$ cat src/rtl/dma_err_pkg.sv
package dma_err_pkg;

  localparam int REG_W = 16;

  // error register bit positions (software decodes these)
  localparam int B_CHAIN = 4;
  localparam int B_CMD   = 5;
  localparam int B_CPAR  = 6;
  localparam int B_EPAR  = 7;
  localparam int B_RD    = 8;
  localparam int B_WR    = 9;
  localparam int B_CTRL  = 10;
  localparam int B_LEN   = 11;
  localparam int B_CMP   = 12;
  localparam int B_INT   = 13;

  // implemented flags: bits 13..4 except the engine parity bit
  localparam logic [REG_W-1:0] FLAG_MASK =
    REG_W'(((1 << (B_INT + 1)) - (1 << B_CHAIN)) & ~(1 << B_EPAR));

  // command bit positions
  localparam int C_START = 0;
  localparam int C_RESET = 1;

  typedef enum logic [1:0] {
    CH_IDLE   = 2'd0,
    CH_ACTIVE = 2'd1,
    CH_HALTED = 2'd2
  } ch_state_e;

endpackage

$ cat src/rtl/dma_cmd_check.sv
module dma_cmd_check #(
  parameter int CMD_W = 8
) (
  input  logic [CMD_W-1:0] cmd,
  input  logic             cmd_wr,
  output logic             multi_err,
  output logic             do_start,
  output logic             do_reset
);
  import dma_err_pkg::*;

  logic [CMD_W-1:0] low_cleared;
  logic             is_multi;
  logic             is_single;

  // clearing the lowest set bit leaves a nonzero value only if two or more were set
  always_comb begin
    low_cleared = cmd & (cmd - CMD_W'(1));
    is_multi    = |low_cleared;
    is_single   = (|cmd) && !is_multi;
  end

  generate
    if (CMD_W > C_RESET) begin : g_cmds
      always_comb begin
        multi_err = cmd_wr && is_multi;
        do_start  = cmd_wr && is_single && cmd[C_START];
        do_reset  = cmd_wr && is_single && cmd[C_RESET];
      end
    end else begin : g_start_only
      always_comb begin
        multi_err = cmd_wr && is_multi;
        do_start  = cmd_wr && is_single && cmd[C_START];
        do_reset  = 1'b0;
      end
    end
  endgenerate

endmodule

$ cat src/rtl/dma_addr_check.sv
module dma_addr_check #(
  parameter int AW         = 32,
  parameter int ALIGN_BITS = 6
) (
  input  logic [AW-1:0] addr,
  output logic          bad
);
  localparam logic [AW-1:0] LOW_MASK = AW'((1 << ALIGN_BITS) - 1);

  logic unset;
  logic misaligned;

  always_comb begin
    unset      = (addr == '0);
    misaligned = |(addr & LOW_MASK);
    bad        = unset || misaligned;
  end

endmodule

$ cat src/rtl/dma_err_flags.sv
module dma_err_flags
  import dma_err_pkg::*;
(
  input  logic             clk,
  input  logic             rst_n,
  input  logic [REG_W-1:0] set_vec,
  input  logic             clr_en,
  input  logic [REG_W-1:0] clr_data,
  output logic [REG_W-1:0] flag_q
);

  logic [REG_W-1:0] flag_d;

  generate
    for (genvar b = 0; b < REG_W; b++) begin : g_bit
      // set has priority over a same-cycle clear
      assign flag_d[b] = FLAG_MASK[b] &
                         (set_vec[b] | (flag_q[b] & ~(clr_en & clr_data[b])));
    end
  endgenerate

  always_ff @(posedge clk or negedge rst_n) begin
    if (!rst_n) flag_q <= '0;
    else        flag_q <= flag_d;
  end

  // with no clear write, no flag that was set can drop
  p_sticky_r3: assert property (@(posedge clk) disable iff (!rst_n)
    !clr_en |=> ((flag_q & $past(flag_q)) == $past(flag_q)));

  // every implemented bit that was set is visible one cycle later, clear or not
  p_set_wins_r3: assert property (@(posedge clk) disable iff (!rst_n)
    (set_vec != '0) |=>
      ((flag_q & $past(set_vec) & FLAG_MASK) == ($past(set_vec) & FLAG_MASK)));

endmodule

$ cat src/rtl/dma_chan_fsm.sv
module dma_chan_fsm
  import dma_err_pkg::*;
#(
  parameter int AW = 32
) (
  input  logic          clk,
  input  logic          rst_n,
  input  logic          do_start,
  input  logic          do_reset,
  input  logic          halt_ev,
  input  logic [AW-1:0] desc_addr,
  output ch_state_e     state_q,
  output logic [AW-1:0] fail_addr_q
);

  ch_state_e     state_d;
  logic [AW-1:0] fail_addr_d;
  logic          halt_now;
  logic          addr_en;

  always_comb begin
    state_d  = state_q;
    halt_now = (state_q == CH_ACTIVE) && halt_ev && !do_reset;
    addr_en  = halt_now;
    if (do_reset) begin
      state_d = CH_IDLE;
    end else if (halt_now) begin
      state_d = CH_HALTED;
    end else if (do_start && (state_q == CH_IDLE)) begin
      state_d = CH_ACTIVE;
    end
    fail_addr_d = addr_en ? desc_addr : fail_addr_q;
  end

  always_ff @(posedge clk or negedge rst_n) begin
    if (!rst_n) begin
      state_q     <= CH_IDLE;
      fail_addr_q <= '0;
    end else begin
      state_q     <= state_d;
      fail_addr_q <= fail_addr_d;
    end
  end

  // a fault in Active halts the channel and captures the descriptor
  p_halt_r5: assert property (@(posedge clk) disable iff (!rst_n)
    (state_q == CH_ACTIVE && halt_ev && !do_reset) |=>
      (state_q == CH_HALTED && fail_addr_q == $past(desc_addr)));

  // captured address holds unless an Active fault occurs
  p_addr_hold_r7: assert property (@(posedge clk) disable iff (!rst_n)
    !(state_q == CH_ACTIVE && halt_ev) |=> $stable(fail_addr_q));

  // a reset command always lands in Idle
  p_reset_idle_r7: assert property (@(posedge clk) disable iff (!rst_n)
    do_reset |=> state_q == CH_IDLE);

endmodule

$ cat src/rtl/dma_err_capture.sv
module dma_err_capture
  import dma_err_pkg::*;
#(
  parameter int AW         = 32,
  parameter int CMD_W      = 8,
  parameter int ALIGN_BITS = 6
) (
  input  logic             clk,
  input  logic             rst_n,
  input  logic             ev_first_fetch,
  input  logic             ev_len_bad,
  input  logic             ev_ctrl_bad,
  input  logic             ev_rd_fault,
  input  logic             ev_wr_fault,
  input  logic             ev_par_src,
  input  logic             ev_par_dst,
  input  logic             ev_cmp_use,
  input  logic             ev_irq_try,
  input  logic [AW-1:0]    desc_addr,
  input  logic [AW-1:0]    chain_addr,
  input  logic [AW-1:0]    cmp_addr,
  input  logic             msi_en,
  input  logic             msi_cb_en,
  input  logic             intx_off,
  input  logic             reg_wr,
  input  logic             reg_sel,
  input  logic [REG_W-1:0] reg_wdata,
  output logic [REG_W-1:0] err_flags,
  output logic [1:0]       chan_state,
  output logic [AW-1:0]    fail_addr,
  output logic             irq
);

  logic             cmd_wr;
  logic             clr_en;
  logic             multi_err;
  logic             do_start;
  logic             do_reset;
  logic             chain_bad;
  logic             cmp_bad;
  logic             irq_cfg_bad;
  logic             halt_ev;
  logic [REG_W-1:0] set_vec;
  ch_state_e        state_q;

  always_comb begin
    cmd_wr = reg_wr && !reg_sel;
    clr_en = reg_wr && reg_sel;
  end

  dma_cmd_check #(.CMD_W(CMD_W)) i_cmd (
    .cmd       (reg_wdata[CMD_W-1:0]),
    .cmd_wr    (cmd_wr),
    .multi_err (multi_err),
    .do_start  (do_start),
    .do_reset  (do_reset)
  );

  dma_addr_check #(.AW(AW), .ALIGN_BITS(ALIGN_BITS)) i_chain_chk (
    .addr (chain_addr),
    .bad  (chain_bad)
  );

  dma_addr_check #(.AW(AW), .ALIGN_BITS(ALIGN_BITS)) i_cmp_chk (
    .addr (cmp_addr),
    .bad  (cmp_bad)
  );

  always_comb begin
    irq_cfg_bad = intx_off && !(msi_en && msi_cb_en);
    halt_ev     = ev_len_bad | ev_ctrl_bad | ev_rd_fault | ev_wr_fault |
                  ev_par_src | ev_par_dst;

    set_vec          = '0;
    set_vec[B_CHAIN] = ev_first_fetch && chain_bad;
    set_vec[B_CMD]   = multi_err;
    set_vec[B_CPAR]  = ev_par_src | ev_par_dst;
    set_vec[B_RD]    = ev_rd_fault | ev_par_src;
    set_vec[B_WR]    = ev_wr_fault | ev_par_dst;
    set_vec[B_CTRL]  = ev_ctrl_bad;
    set_vec[B_LEN]   = ev_len_bad;
    set_vec[B_CMP]   = ev_cmp_use && cmp_bad;
    set_vec[B_INT]   = ev_irq_try && irq_cfg_bad;
  end

  dma_err_flags i_flags (
    .clk      (clk),
    .rst_n    (rst_n),
    .set_vec  (set_vec),
    .clr_en   (clr_en),
    .clr_data (reg_wdata),
    .flag_q   (err_flags)
  );

  dma_chan_fsm #(.AW(AW)) i_fsm (
    .clk         (clk),
    .rst_n       (rst_n),
    .do_start    (do_start),
    .do_reset    (do_reset),
    .halt_ev     (halt_ev),
    .desc_addr   (desc_addr),
    .state_q     (state_q),
    .fail_addr_q (fail_addr)
  );

  always_comb begin
    chan_state = state_q;
    irq        = |err_flags;
  end

  // source parity reports on both the parity and read flags
  p_par_src_r4: assert property (@(posedge clk) disable iff (!rst_n)
    ev_par_src |=> (err_flags[B_CPAR] && err_flags[B_RD]));

  // destination parity reports on both the parity and write flags
  p_par_dst_r4: assert property (@(posedge clk) disable iff (!rst_n)
    ev_par_dst |=> (err_flags[B_CPAR] && err_flags[B_WR]));

  // a multi-bit command raises the command flag and leaves the state alone
  p_multi_cmd_r6: assert property (@(posedge clk) disable iff (!rst_n)
    (cmd_wr && $countones(reg_wdata[CMD_W-1:0]) > 1 && !halt_ev) |=>
      (err_flags[B_CMD] && $stable(chan_state)));

  // the request drops only after a clearing write
  p_irq_fall_r11: assert property (@(posedge clk) disable iff (!rst_n)
    $fell(irq) |-> $past(clr_en));

endmodule

$ cat config.mk
export PLATFORM = sky130hd
export DESIGN_NAME = dma_err_capture
export DESIGN_NICKNAME = d
export VERILOG_FILES = /design/src/rtl/dma_err_pkg.sv /design/src/rtl/dma_cmd_check.sv /design/src/rtl/dma_addr_check.sv /design/src/rtl/dma_err_flags.sv /design/src/rtl/dma_chan_fsm.sv /design/src/rtl/dma_err_capture.sv
export SDC_FILE = /design/constraint.sdc
export NUM_CORES = 1
export LEC_CHECK = 0
export BUFFER_PORTS_ARGS = -buffer_cell sky130_fd_sc_hd__buf_2
export CAP_MARGIN = 5
export CORE_ASPECT_RATIO = 1.25
export CORE_MARGIN = 2
export CORE_UTILIZATION = 35
export CTS_BUF_LIST = sky130_fd_sc_hd__clkbuf_16
export CTS_CLUSTER_SIZE = 16
export DETAILED_ROUTE_END_ITERATION = 8
export GPL_TIMING_DRIVEN = 0
export PLACE_DENSITY_LB_ADDON = 0.15
export SLEW_MARGIN = 20
export SYNTH_ARGS = -nofsm -noshare
export SYNTH_HDL_FRONTEND = slang
export SYNTH_SLANG_ARGS = --single-unit
$ cat constraint.sdc
create_clock -name clk -period 1.34 [get_ports clk]
set_input_delay 0.268 -clock clk [delete_from_list [all_inputs] [get_ports clk]]
set_output_delay 0.268 -clock clk [all_outputs]
set_load 0.02 [all_outputs]
==> results of run 1 <==
layer usage:
| layer | vias up | routed length (um) | track usage, % |
|---|---|---|---|
| met1 | 929 | 2440 | 21.5 |
| li1 | 966 | - | - |
| met4 | 0 | 55 | 5.00 |
| met3 | 4 | 395 | 3.33 |
| met5 | - | 0 | 0 |
| met2 | 100 | 3080 | 30.8 |
synth_stat cells (3+ instances only):
master and count:
sky130_fd_sc_hd__a211o_1 3, sky130_fd_sc_hd__a21o_1 3, sky130_fd_sc_hd__buf_12 3, sky130_fd_sc_hd__buf_4 7, sky130_fd_sc_hd__dfrtp_1 43, sky130_fd_sc_hd__mux2_4 30, sky130_fd_sc_hd__nand2_1 11, sky130_fd_sc_hd__nand3_1 3
sky130_fd_sc_hd__nor2_1 3, sky130_fd_sc_hd__nor3_1 4, sky130_fd_sc_hd__nor4_1 13, sky130_fd_sc_hd__o21ai_0 3, sky130_fd_sc_hd__or4_1 3
cell type report:
class                      instances  area [um2]  share of cell area (%)
clock inverter                     3        63.8                    1.82
clock buffer                       5         125                    3.57
buffer                            11         116                    3.32
timing repair buffer             180        1020                    29.0
sequential                        43        1080                    30.7
tap                               82         103                    2.93
multi-input combinational        108        1000                    28.6
path summary, 6_finish.rpt:
check / depth (start not counted) / endpoint / start / slack (ns)
max: 8 / i_fsm.fail_addr_q[0]$_DFFE_PN0P_ / reg_wdata[3] / -0.65
min: 1 / i_fsm.fail_addr_q[3]$_DFFE_PN0P_ / rst_n / -0.03
max reg2reg: 3 / i_fsm.state_q[0]$_DFFE_PN0P_ / i_fsm.state_q[0]$_DFFE_PN0P_ / -0.18
min reg2reg: 1 / i_fsm.fail_addr_q[23]$_DFFE_PN0P_ / i_fsm.fail_addr_q[23]$_DFFE_PN0P_ / 0.51
max in group asynchronous: 1 / i_flags.flag_q[10]$_DFF_PN0_ / rst_n / 0.99
min in group clk: 2 / i_flags.flag_q[10]$_DFF_PN0_ / ev_ctrl_bad / 0.19
timing repair:
action                     4_1_cts  5_1_grt
setup endpoints to repair       36       36
pin swaps                        5        4
setup buffers                    7        2
cloned                           1        1
gates resized for setup         16        5
hold buffers                     0        0
registers in the layout, summed over array words and instances (netlist names):
name	flops
i_fsm.state_q	2
i_fsm.fail_addr_q	32
i_flags.flag_q	9
worst max-delay path: stages:
cell,delay (ns)
sky130_fd_sc_hd__buf_6,0.09
sky130_fd_sc_hd__or4_4,0.52
sky130_fd_sc_hd__or4_4,0.52
sky130_fd_sc_hd__nand4bb_4,0.12
sky130_fd_sc_hd__buf_12,0.14
sky130_fd_sc_hd__buf_6,0.10
sky130_fd_sc_hd__buf_6,0.09
sky130_fd_sc_hd__mux2_4,0.28
kinds of logic after synthesis:
| family | synth area share, % |
|---|---|
| buf+inv | 5.98 |
| flops | 50.4 |
| fa+ha+maj | 0.469 |
| simple gates | 13.6 |
| compound gates | 7.26 |
| other cells | 0.176 |
| mux | 22.1 |
power groups by stage:
stage | Clock, mW | Sequential [mW] | Combinational [mW]
6_report | 1.54 | 1.49 | 0.770
4_1_cts | 1.58 | 1.49 | 0.769
5_1_grt | 1.64 | 1.50 | 0.827
3_5_place_dp | 0 | 1.51 | 0.743
3_3_place_gp | 0 | 1.50 | 0.739
2_1_floorplan | 0 | 1.65 | 0.230
metrics by stage:
step | util (%) | total power, mW | std cells
3_5_place_dp | 53.1 | 2.25 | 414
3_3_place_gp | 53.1 | 2.24 | 414
6_report | 59.8 | 3.79 | 432
5_1_grt | 59.8 | 3.97 | 432
2_1_floorplan | - | 1.88 | 163
4_1_cts | 59.0 | 3.84 | 430
==> summary.txt, run 1 <==
STA
-------------------------------------------------------------------------------------------
Number of setup violations in the final report                                           36
Total count of hold-check failures in the final report                                   43
Layout Skew                                                                      0.00207 ns
FMAX                                                                                504 MHz
Setup tns final                                                                   -20.40 ns
Final Hold Slack                                                                 -0.0311 ns
Worst relative slew slack                                                             63.7%
Setup repair after global routing missed its margin                                    true
Final Max Tran Viols                                                                      0
Smallest setup slack after layout                                                 -0.646 ns
Final period demand of the worst path                                               1.99 ns
Slew at the pin closest to its max-slew limit                                      0.545 ns
Final period utilization                                                               148%

ROUTE
-------------------------------------------------------------------------------------------
Initial DRT Pass Iterations                                                               4
Routed len/inst                                                                     13.8 um
Via density                                                                            4.63
Final ANT Viol Nets                                                                       0
Post-Route WL                                                                       5970 um
Number of vias after detailed routing                                                  1999
Remaining routing DRC violations                                                          0
Number of design-rule violations left by the first detailed-router iteration             34

SYNTHESIS
-------------------------------------------------------------------------------------------
Cell types with the largest area share after synthesis                         sky130_fd_sc_hd__dfrtp_1, sky130_fd_sc_hd__mux2_4, sky130_fd_sc_hd__nor4_1
Cell accounting for the most synthesized area                                  sky130_fd_sc_hd__dfrtp_1
Number of library cell types mapped by synthesis                                         35
Number of enable-type register cells in the synthesized netlist                           0
Async set or reset register ratio after synthesis                                      100%
Syn. warnings                                                                             0
Average footprint of a synthesized cell                                            13.6 um2
Summed instance area of the synthesized netlist                                    2140 um2
FF+latch count, synth                                                                    43
Yosys top cell area share                                                             50.4%
Synth Instances                                                                         157
Proportion of synthesized chip area in sequential cells                               50.4%
Most common flop cell mapped by yosys                                          sky130_fd_sc_hd__dfrtp_1

WORST SETUP PATH
-------------------------------------------------------------------------------------------
Required time of the critical path                                                  1.50 ns
Capturing element type of the critical path                                       flip-flop
Startpoint-to-endpoint class of the critical path                              input port to flip-flop
Arrival time worst endpoint                                                         2.15 ns
Setup crit start kind                                                            input port
Critical Path Fanout Max                                                                  6

POWER
-------------------------------------------------------------------------------------------
Switching share of power                                                              24.1%
Combinational fraction of design power                                                20.3%
Clock power share                                                                     40.5%
Power density cells                                                             1080 nW/um2
Leak                                                                                1.97 nW
Maximum ir drop on the vdd rail                                                      516 uV
Internal power component                                                            2.88 mW
Sw power                                                                             915 uW
Part of the total power dissipated in sequential elements                             39.2%

CELLS AND AREA
-------------------------------------------------------------------------------------------
Antenna Cells                                                                             0
Fraction of final layout cells sized beyond drive strength 1                          67.7%
Area Overhead vs Synth                                                                64.0%
Total of fill cells in the finished design                                              480
Commonest non-fill, non-tap cell in the layout                                 sky130_fd_sc_hd__buf_2
Most frequent cells in the layout                                              sky130_fd_sc_hd__buf_2, sky130_fd_sc_hd__dfrtp_1, sky130_fd_sc_hd__mux2_4, sky130_fd_sc_hd__buf_4, sky130_fd_sc_hd__nor4_1
Layout Cell Area excl Fill                                                         3500 um2
Net count of the finished layout                                                        477

PLACED DESIGN
-------------------------------------------------------------------------------------------
Instance area after placement                                                      3110 um2
I/O Buffers                                                                             169
Worst-case setup slack after placement                                            -0.960 ns
Detailed placement HPWL                                                             4580 um
Gp weighted congestion                                                                0.801

GLOBAL ROUTE
-------------------------------------------------------------------------------------------
Number of antenna violations at the first check in global routing                         0
Maximum number of pins on one net before global-route repair                             44
Overall routing resource usage                                                        17.6%
Global route total overflow                                                               0
Wire length of the first global-routing pass                                        9300 um
Vias in the first global route                                                         1996

CTS
-------------------------------------------------------------------------------------------
Master cell of the clock root buffer                                           sky130_fd_sc_hd__clkbuf_16
Clock tree from TritonCTS                                                              done
Number of buffers created by CTS                                                          5
Level count of the clock H-tree                                                           2
CTS sink count                                                                           43
Number of buffers between clock root and the deepest sink                                 2
Insertion delay to the later sink of the worst-skew pair                            0.28 ns
Clock transition at the registers of the reported paths                             0.06 ns

DIE
-------------------------------------------------------------------------------------------
Initial core utilization                                                              36.5%
Number of top-level design ports                                                        179
Area inside the core boundary                                                      5860 um2
Die area                                                                           6750 um2
Die Wd                                                                              73.9 um
Vertical extent of the die                                                          91.3 um
Number of rows created at floorplan                                                      31

OUTCOME
-------------------------------------------------------------------------------------------
Result of the run                                                              finished with violations
Violations in the final reports                                                negative hold slack, negative setup slack

FLOW RUN
-------------------------------------------------------------------------------------------
Max capacitance violation total                                                           0

WORST HOLD PATH
-------------------------------------------------------------------------------------------
Worst min path class                                                           input port to asynchronous set/reset pin

Power figures use the tool's default switching activity.
==> run 2: changes to the inputs <==
- ABC_AREA: unset -> 1
- ABC_CLOCK_PERIOD_IN_PS: unset -> 1340
- CTS_CLUSTER_SIZE: 16 -> 14
==> summary.txt, run 2 <==
OUTCOME
-------------------------------------------------------------------------------------------
Result of the run                                                              finished with violations
Violations in the final reports                                                negative hold slack, negative setup slack

ROUTE
-------------------------------------------------------------------------------------------
Number of design-rule violations left by the first detailed-router iteration            103
Via density                                                                            4.48
Length of routed wiring on met1                                                     2680 um
Post-Route WL                                                                       6700 um
Top layer in use                                                                       met5
Routed wl met2                                                                      3350 um
Number of vias after detailed routing                                                  2442
Initial DRT Pass Iterations                                                               4
Routed len/inst                                                                     12.3 um
Remaining routing DRC violations                                                          0
Final ANT Viol Nets                                                                       0
Routed wire length on met3                                                           602 um

CELLS AND AREA
-------------------------------------------------------------------------------------------
Registers with the highest flip-flop counts                                    i_fsm.fail_addr_q: 32 flops, i_flags.flag_q: 9 flops, i_fsm.state_q: 2 flops
Most flop-heavy register                                                       i_fsm.fail_addr_q
Footprint of the multi-input gates                                                 1090 um2
Layout Cell Area excl Fill                                                         3630 um2
Net count of the finished layout                                                        590
Antenna Cells                                                                             0
Area taken by flip-flops and latches                                               1080 um2
Utilization after layout                                                              62.0%
Area Overhead vs Synth                                                                69.7%
Fraction of final layout cells sized beyond drive strength 1                          53.8%
Largest register FFs                                                                     32
Commonest non-fill, non-tap cell in the layout                                 sky130_fd_sc_hd__buf_2
Most frequent cells in the layout                                              sky130_fd_sc_hd__buf_2, sky130_fd_sc_hd__nand2_1, sky130_fd_sc_hd__nand3_1, sky130_fd_sc_hd__dfrtp_1, sky130_fd_sc_hd__nand2_2
Total of fill cells in the finished design                                              527

GLOBAL ROUTE
-------------------------------------------------------------------------------------------
Wire length of the first global-routing pass                                        9760 um
Vias in the first global route                                                         2209
Global route total overflow                                                               0
Number of antenna violations at the first check in global routing                         1
Overall routing resource usage                                                        18.3%
Maximum number of pins on one net before global-route repair                             44

CTS
-------------------------------------------------------------------------------------------
# hold bufs at CTS                                                                        0
Master cell of the clock root buffer                                           sky130_fd_sc_hd__clkbuf_16
Number of buffers between clock root and the deepest sink                                 2
Clock tree from TritonCTS                                                              done
Insertion delay to the later sink of the worst-skew pair                            0.28 ns
Number of buffers created by CTS                                                          5
Level count of the clock H-tree                                                           2
CTS sink count                                                                           43
Clock transition at the registers of the reported paths                             0.06 ns

STA
-------------------------------------------------------------------------------------------
Number of setup violations in the final report                                           31
Final Hold Slack                                                                 -0.0250 ns
Layout Skew                                                                      0.00334 ns
Final period utilization                                                               108%
Smallest setup slack after layout                                                 -0.113 ns
Slew at the pin closest to its max-slew limit                                      0.558 ns
Final period demand of the worst path                                               1.45 ns
Worst relative slew slack                                                             62.8%
Setup repair after global routing missed its margin                                    true
Total count of hold-check failures in the final report                                   43
Final Max Tran Viols                                                                      0
FMAX                                                                                688 MHz

SYNTHESIS
-------------------------------------------------------------------------------------------
Summed instance area of the synthesized netlist                                    2140 um2
Proportion of synthesized chip area in sequential cells                               50.3%
Most common flop cell mapped by yosys                                          sky130_fd_sc_hd__dfrtp_1
Average footprint of a synthesized cell                                            7.84 um2
Number of enable-type register cells in the synthesized netlist                           0
Number of library cell types mapped by synthesis                                         24
Cell types with the largest area share after synthesis                         sky130_fd_sc_hd__dfrtp_1, sky130_fd_sc_hd__nand2_1, sky130_fd_sc_hd__nand3_1
Syn. warnings                                                                             0
Async set or reset register ratio after synthesis                                      100%
Most numerous cell in the Yosys netlist                                        sky130_fd_sc_hd__nand2_1
Cell accounting for the most synthesized area                                  sky130_fd_sc_hd__dfrtp_1
FF+latch count, synth                                                                    43
Yosys top cell area share                                                             50.3%
Synth Instances                                                                         273
Ranking of synthesized cells by instance count                                 sky130_fd_sc_hd__nand2_1, sky130_fd_sc_hd__nand3_1, sky130_fd_sc_hd__dfrtp_1, sky130_fd_sc_hd__nor2_1, sky130_fd_sc_hd__inv_1

DIE
-------------------------------------------------------------------------------------------
Area inside the core boundary                                                      5860 um2
Die Wd                                                                              74.0 um
Number of rows created at floorplan                                                      31
Vertical extent of the die                                                          91.4 um
Number of top-level design ports                                                        179
Initial core utilization                                                              36.6%
Die area                                                                           6760 um2

WORST SETUP PATH
-------------------------------------------------------------------------------------------
Critical Path Source                                                           i_flags.flag_q[8]$_DFF_PN0_
Arrival time worst endpoint                                                         1.19 ns
Startpoint-to-endpoint class of the critical path                              flip-flop to output pin
Endpoint of the worst register-to-register path                                i_fsm.fail_addr_q[15]$_DFFE_PN0P_
Worst reg-to-reg setup slack                                                        0.02 ns
Required time of the critical path                                                  1.07 ns
Setup crit start kind                                                             flip-flop
Capturing element type of the critical path                                      output pin
Critical Path Fanout Max                                                                  2
Reg2reg path depth                                                                        7
Launching point of the worst reg2reg path                                      i_fsm.state_q[0]$_DFFE_PN0P_

PLACED DESIGN
-------------------------------------------------------------------------------------------
I/O Buffers                                                                             167
Worst-case setup slack after placement                                            -0.368 ns
Detailed placement HPWL                                                             4910 um
Gp weighted congestion                                                                0.795
Instance area after placement                                                      3130 um2

FLOW RUN
-------------------------------------------------------------------------------------------
Max capacitance violation total                                                           0

WORST HOLD PATH
-------------------------------------------------------------------------------------------
Worst min path class                                                           input port to asynchronous set/reset pin

POWER
-------------------------------------------------------------------------------------------
Leak                                                                                1.93 nW
Maximum ir drop on the vdd rail                                                      934 uV
Power density cells                                                              990 nW/um2

-- run 2: layout make-up --
class                   instances  share of cell area [%]
multi-input cells             206                    30.0
well taps                      82                    2.82
plain buffers                  18                    4.34
clock inverters                 3                    1.86
clock buffers                   5                    3.44
repair buffers                176                    26.7
inverters                      12                    1.27
flip-flops and latches         43                    29.6
-- run 2: where the power goes --
| group | switching [mW] | internal (mW) | leakage (nW) |
|---|---|---|---|
| clock network | 0.494 | 1.07 | 0.0900 |
| registers | 0.0606 | 1.37 | 0.484 |
| logic | 0.318 | 0.281 | 1.36 |
-- run 2: worst max-delay path by stage --
stage	end	cells after the start
2_1_floorplan	i_fsm.state_q[1]$_DFFE_PN0P_	9
3_3_place_gp	i_fsm.fail_addr_q[17]$_DFFE_PN0P_	10
3_5_place_dp	i_fsm.fail_addr_q[30]$_DFFE_PN0P_	10
4_1_cts	irq	3
5_1_grt	irq	3
6_report	irq	3
-- run 2: logic make-up after synthesis --
family,after synthesis,synth area share [%]
compound gates,8,2.51
simple gates,191,39.3
buf+inv,30,7.71
flops,43,50.3
other cells,1,0.175
-- run 2: through the flow --
stage,cells,setup TNS [ns],power [mW],hold WS (ns)
after floorplan,279,0,1.69,-0.0276
after global placement,528,-10.34,2.00,0.451
after detailed placement,528,-10.88,2.01,0.453
after CTS,539,-0.142,3.60,0.179
after global routing,545,-4.40,3.77,0.0244
final,545,-0.927,3.60,-0.0250
-- run 2: metal layers --
layer | vias to the layer above | track usage [%]
li1 | 1255 | -
met1 | 1064 | 21.1
met2 | 113 | 32.1
met3 | 8 | 4.88
met4 | 2 | 5.30
met5 | - | 0
-- run 2: timing repair --
action,in CTS,in global routing
setup endpoints to repair,31,35
pin swaps,2,12
buffers inserted,3,2
cloned,0,4
resized for setup,6,65
-- run 2: worst max-delay path, stage by stage, from the launching register on --
cell and delay, ns:
sky130_fd_sc_hd__dfrtp_1 0.39, sky130_fd_sc_hd__nor4_2 0.25, sky130_fd_sc_hd__nand3_1 0.12, sky130_fd_sc_hd__buf_6 0.15
